[config.mk]
export PLATFORM = sky130hd
export DESIGN_NAME = irq_vector_ctrl
export DESIGN_NICKNAME = d
export VERILOG_FILES = /design/src/rtl/irq_vector_ctrl.sv
export SDC_FILE = /design/constraint.sdc
export NUM_CORES = 1
export LEC_CHECK = 0
export BUFFER_PORTS_ARGS = -buffer_cell sky130_fd_sc_hd__buf_2
export CAP_MARGIN = 20
export CORE_UTILIZATION = 30
export DETAILED_ROUTE_END_ITERATION = 12
export GPL_TIMING_DRIVEN = 1
export MAX_ROUTING_LAYER = met4
export PLACE_DENSITY_LB_ADDON = 0.2
export SLEW_MARGIN = 10
export SYNTH_ARGS = -nofsm -noshare
export SYNTH_HDL_FRONTEND = slang
export SYNTH_SLANG_ARGS = --single-unit
export TNS_END_PERCENT = 50
[constraint.sdc]
create_clock -name clk -period 2.9 [get_ports clk]
set_input_delay 0.145 -clock clk [delete_from_list [all_inputs] [get_ports clk]]
set_output_delay 0.145 -clock clk [all_outputs]
set_load 0.01 [all_outputs]
[src/rtl/irq_vector_ctrl.sv]
module irq_vector_ctrl #(
  parameter int SYNC_STAGES = 2,
  parameter int VEC_W       = 8
) (
  input  logic             clk,
  input  logic             rst_n,
  input  logic             dual_in,
  input  logic             ref_in,
  input  logic             aux_in,
  input  logic             tmr0_pulse,
  input  logic             tmr1_pulse,
  input  logic             reg_wr,
  input  logic [1:0]       reg_addr,
  input  logic [7:0]       reg_wdata,
  output logic [7:0]       reg_rdata,
  output logic             irq_pending,
  output logic [VEC_W-1:0] vector_addr,
  input  logic             int_ack
);
  localparam int NSRC = 6;
  localparam int NPIN = 3;
  localparam logic [1:0] A_MASK = 2'd0;
  localparam logic [1:0] A_PRIO = 2'd1;
  localparam logic [1:0] A_REQ  = 2'd2;

  logic [NPIN-1:0] pin_raw, pin_s, pin_d, pin_fall, pin_rise;
  logic [NSRC-1:0] req_q, en_q, hw_set, enabled, ack_clr;
  logic [5:0]      prio_q;
  logic            gie_q, ack_take, win_found;
  logic [2:0]      win_idx;
  logic            unused_bit;

  assign pin_raw    = {aux_in, ref_in, dual_in};
  assign unused_bit = reg_wdata[6];

  for (genvar p = 0; p < NPIN; p++) begin : g_pin
    logic [SYNC_STAGES-1:0] sync_q;
    always_ff @(posedge clk) begin
      if (!rst_n) begin
        sync_q   <= '1;
        pin_d[p] <= 1'b1;
      end else begin
        sync_q   <= {sync_q[SYNC_STAGES-2:0], pin_raw[p]};
        pin_d[p] <= sync_q[SYNC_STAGES-1];
      end
    end
    assign pin_s[p] = sync_q[SYNC_STAGES-1];
  end

  assign pin_fall = pin_d & ~pin_s;
  assign pin_rise = ~pin_d & pin_s;
  assign hw_set   = {tmr1_pulse, tmr0_pulse, pin_rise[0], pin_fall[2], pin_fall[1], pin_fall[0]};

  function automatic logic [1:0] pair_at(input logic [5:0] code, input int slot);
    logic [5:0] ord;
    case (code)
      6'd1:    ord = {2'd1, 2'd2, 2'd0};
      6'd2:    ord = {2'd2, 2'd0, 2'd1};
      6'd3:    ord = {2'd0, 2'd2, 2'd1};
      6'd4:    ord = {2'd1, 2'd0, 2'd2};
      6'd5:    ord = {2'd0, 2'd1, 2'd2};
      default: ord = {2'd2, 2'd1, 2'd0};
    endcase
    return ord[slot*2 +: 2];
  endfunction

  assign enabled = req_q & en_q & {NSRC{gie_q}};

  always_comb begin
    logic [2:0] src;
    win_found = 1'b0;
    win_idx   = '0;
    for (int pos = 0; pos < NSRC; pos++) begin
      src = {pair_at(prio_q, pos / 2), 1'b0} + 3'(pos % 2);
      if (!win_found && enabled[src]) begin
        win_found = 1'b1;
        win_idx   = src;
      end
    end
  end

  assign irq_pending = win_found;
  assign vector_addr = {{(VEC_W-4){1'b0}}, win_idx, 1'b0};
  assign ack_take    = int_ack & win_found;
  assign ack_clr     = ack_take ? (NSRC'(1) << win_idx) : '0;

  always_ff @(posedge clk) begin
    if (!rst_n) begin
      req_q  <= '0;
      en_q   <= '0;
      gie_q  <= 1'b0;
      prio_q <= '0;
    end else begin
      if (reg_wr && reg_addr == A_REQ) req_q <= reg_wdata[NSRC-1:0] | hw_set;
      else                             req_q <= (req_q & ~ack_clr) | hw_set;
      if (reg_wr && reg_addr == A_MASK) begin
        en_q  <= reg_wdata[NSRC-1:0];
        gie_q <= reg_wdata[7];
      end
      if (ack_take) gie_q <= 1'b0;
      if (reg_wr && reg_addr == A_PRIO) prio_q <= reg_wdata[5:0];
    end
  end

  always_comb begin
    case (reg_addr)
      A_MASK:  reg_rdata = {gie_q, 1'b0, en_q};
      A_PRIO:  reg_rdata = {2'b0, prio_q};
      A_REQ:   reg_rdata = {2'b0, req_q};
      default: reg_rdata = 8'h00;
    endcase
  end
endmodule

==> results.yml <==
outcome:
  status: "finished, final reports clean"
critical_path:
  crit_family: "simple AND/OR/NAND/NOR gates"
  cpPeakStageDelay_ns: 0.53
  critPathBufInv: 1
  endpoint_kind: "output port"
  critPathLaunchType: "flip-flop"
  cpMostUsedCell: "or3_1"
  worstPathArrival_ns: 2.56
  cp_max_fo: 7
  cp.required_ns: 2.76
  cp_slowest_cell: "or3_1"
  path_class: "flip-flop to output port"
  path_cells: "or3_1, or3_1, mux2_4, a21oi_1, a21o_1, buf_2"
  reg2reg_slack_ns: 0.33
synthesis:
  synthFlopType: "dfxtp_1"
  avgSynthCellArea_um2: 8.238
  synth_area_leaders: "dfxtp_1 33%, mux2i_1 13%, nor2b_1 4.4%"
  synthArstFlopShare_pct: 0
  yosysSeqAreaShare_pct: 32.56
  yosysTopAreaCell: "dfxtp_1"
  ys_warn_count: 0
  synthCells: 209
  ys_types: 45
  synth_common_cells: "28 x dfxtp_1, 22 x mux2i_1, 19 x nand2_1"
  synth_seq_cells: 28
  synth-edff-count: 0
  yosysMostFrequentCell: "dfxtp_1"
  synth_top_area_share_pct: 32.56
  syn_area_um2: 1722
sta:
  setup_slack_ns: 0.1966
  finalCriticalPeriod_ns: 2.703
  maxSlewViolCount: 0
  final_hold_viol_count: 0
  post-route-period-util_pct: 93.22
  max_clock_freq_mhz: 369.9
  fin_tns_setup_ns: 0
  fin_skew_ns: 0.003348
  setup_violations: 0
  whs_ns: 0.04113
  rsz0062_at_grt: "false"
place:
  portBuffers: 28
  gp_congestion: 0.8497
  place_ws_ns: 0.4039
  dp_hpwl_um: 3518
power_and_ir_drop:
  power.leakage_nw: 0.8932
  power_density_nw_per_um2: 391.8
  pwr-share-clk_pct: 32.1
  power_frac_seq_pct: 54.1
  ir_worst_vdd_uv: 275.3
  swShare_pct: 26.16
  p_sw_mw: 0.2017
  combPwrFrac_pct: 13.8
  internal_power_mw: 0.5694
floorplan:
  io_pins: 36
  core_um2: 5507
  initial_core_util_pct: 31.27
  die_h_um: 77.76
  dieWidth_um: 77.76
  die-area_um2: 6046
  core.rowCount: 27
cts:
  cts_hold_buf: 0
  clock-sinks: 28
  cts_tree: "done"
  clock_latency_ns: 0.27
  tritoncts.num_buffers: 3
  cts.reportedPaths.clkPinSlew_ns: 0.10
  h-tree-depth: 1
  clockBufferDepth: 2
  cts-root-buf: "clkbuf_8"
flow_run:
  max_cap_violations: 0
min_path:
  hold_class: "primary input to flip-flop"
global_route:
  grt_pass1_vias: 1434
  grt_max_degree: 25
  grt_pass1_wl_um: 7231
  antenna_found_initial: 0
  grt_overflow_total: 0
  grt.total_usage_pct: 15.67
detailed_routing:
  dr.pass1.iters: 4
  drc: 0
  wl_per_cell_um: 14.83
  routed_wl_um: 4495
  vias: 1542
  ant_nets: 0
  vias_per_cell: 5.089
  initialDrtViolationCount: 54
final_layout:
  final_core_util_pct: 35.74
  ff_latch_area_um2: 560.5
  fill_cells: 605
  drive_gt1_share_pct: 21.21
  multiInputGateArea_um2: 1077
  area_growth_pct: 14.32
  antenna_cells: 0
  final_net_count: 251
[stage by stage]
stage,area (um2),total power [mW],instances
finish,1968,0.7711,303
global route,1968,0.8093,303
CTS,1956,0.7767,303
detailed placement,1901,0.5314,299
global placement,1901,0.5300,299
floorplan,1740,0.5002,214
[timing repair]
item                       4_1_cts  5_1_grt
setup buffers                    0        0
gates resized for setup          0        2
setup endpoints to repair        0        2
[worst paths after layout]
| check | cells past startpoint | endpoint | start |
|---|---|---|---|
| worst max register to register | 7 | req_q[5]$_SDFF_PN0_ | prio_q[3]$_SDFFE_PN0P_ |
| worst min register to register | 1 | g_pin[0].sync_q[1]$_SDFF_PN1_ | g_pin[0].sync_q[0]$_SDFF_PN1_ |
| worst max-delay path | 6 | vector_addr[2] | prio_q[3]$_SDFFE_PN0P_ |
| worst min-delay path | 2 | g_pin[1].sync_q[0]$_SDFF_PN1_ | ref_in |
[flip-flops by register name (all words and copies together) (netlist names)]
name,cells
pin_d,3
prio_q,6
en_q,6
g_pin.sync_q,6
gie_q,1
req_q,6
[per-layer routing]
metal	wire length [um]	global-route usage, %
met1	2220	20.68
met3	96	1.647
met4	27	3.396
met2	2151	25.75
met5	0	-
[final cells by class]
type                       instances  share of cell area (%)
clock buffer                       4                   2.797
inverter                           6                   1.144
multi-input combinational        162                   54.74
sequential                        28                   28.48
tap                               72                   4.577
timing repair buffer              31                   8.264
[cell families (layout without fill, tap and decap cells)]
group           count (synthesis)  count (layout)  synth area share (%)
compound gates                 51              51                 19.99
other cells                     1               6                0.2178
simple gates                   77              77                 23.76
xor+xnor                        1               1                0.5088
flops                          28              28                 32.56
mux                            27              27                 16.28
buf+inv                        24              41                 6.686
[power by group through the flow]
stage	Combinational (mW)	Clock, mW	Sequential [mW]
floorplan	0.0825	0	0.418
global placement	0.105	0	0.425
detailed placement	0.106	0	0.426
CTS	0.106	0.254	0.417
global route	0.118	0.272	0.419
finish	0.106	0.248	0.417
[cells in the final DEF (no fill, tap or decap), drive strengths merged, types with 6 or more instances in the layout]
cell type	count
dfxtp	28
conb	6
nand2b	10
nor2b	12
nor2	6
nor3	7
nand3	8
buf	31
o21ai	18
nand2	19
inv	6
mux2i	22
a21oi	10
Note: power is estimated with default switching activity, not from simulation.
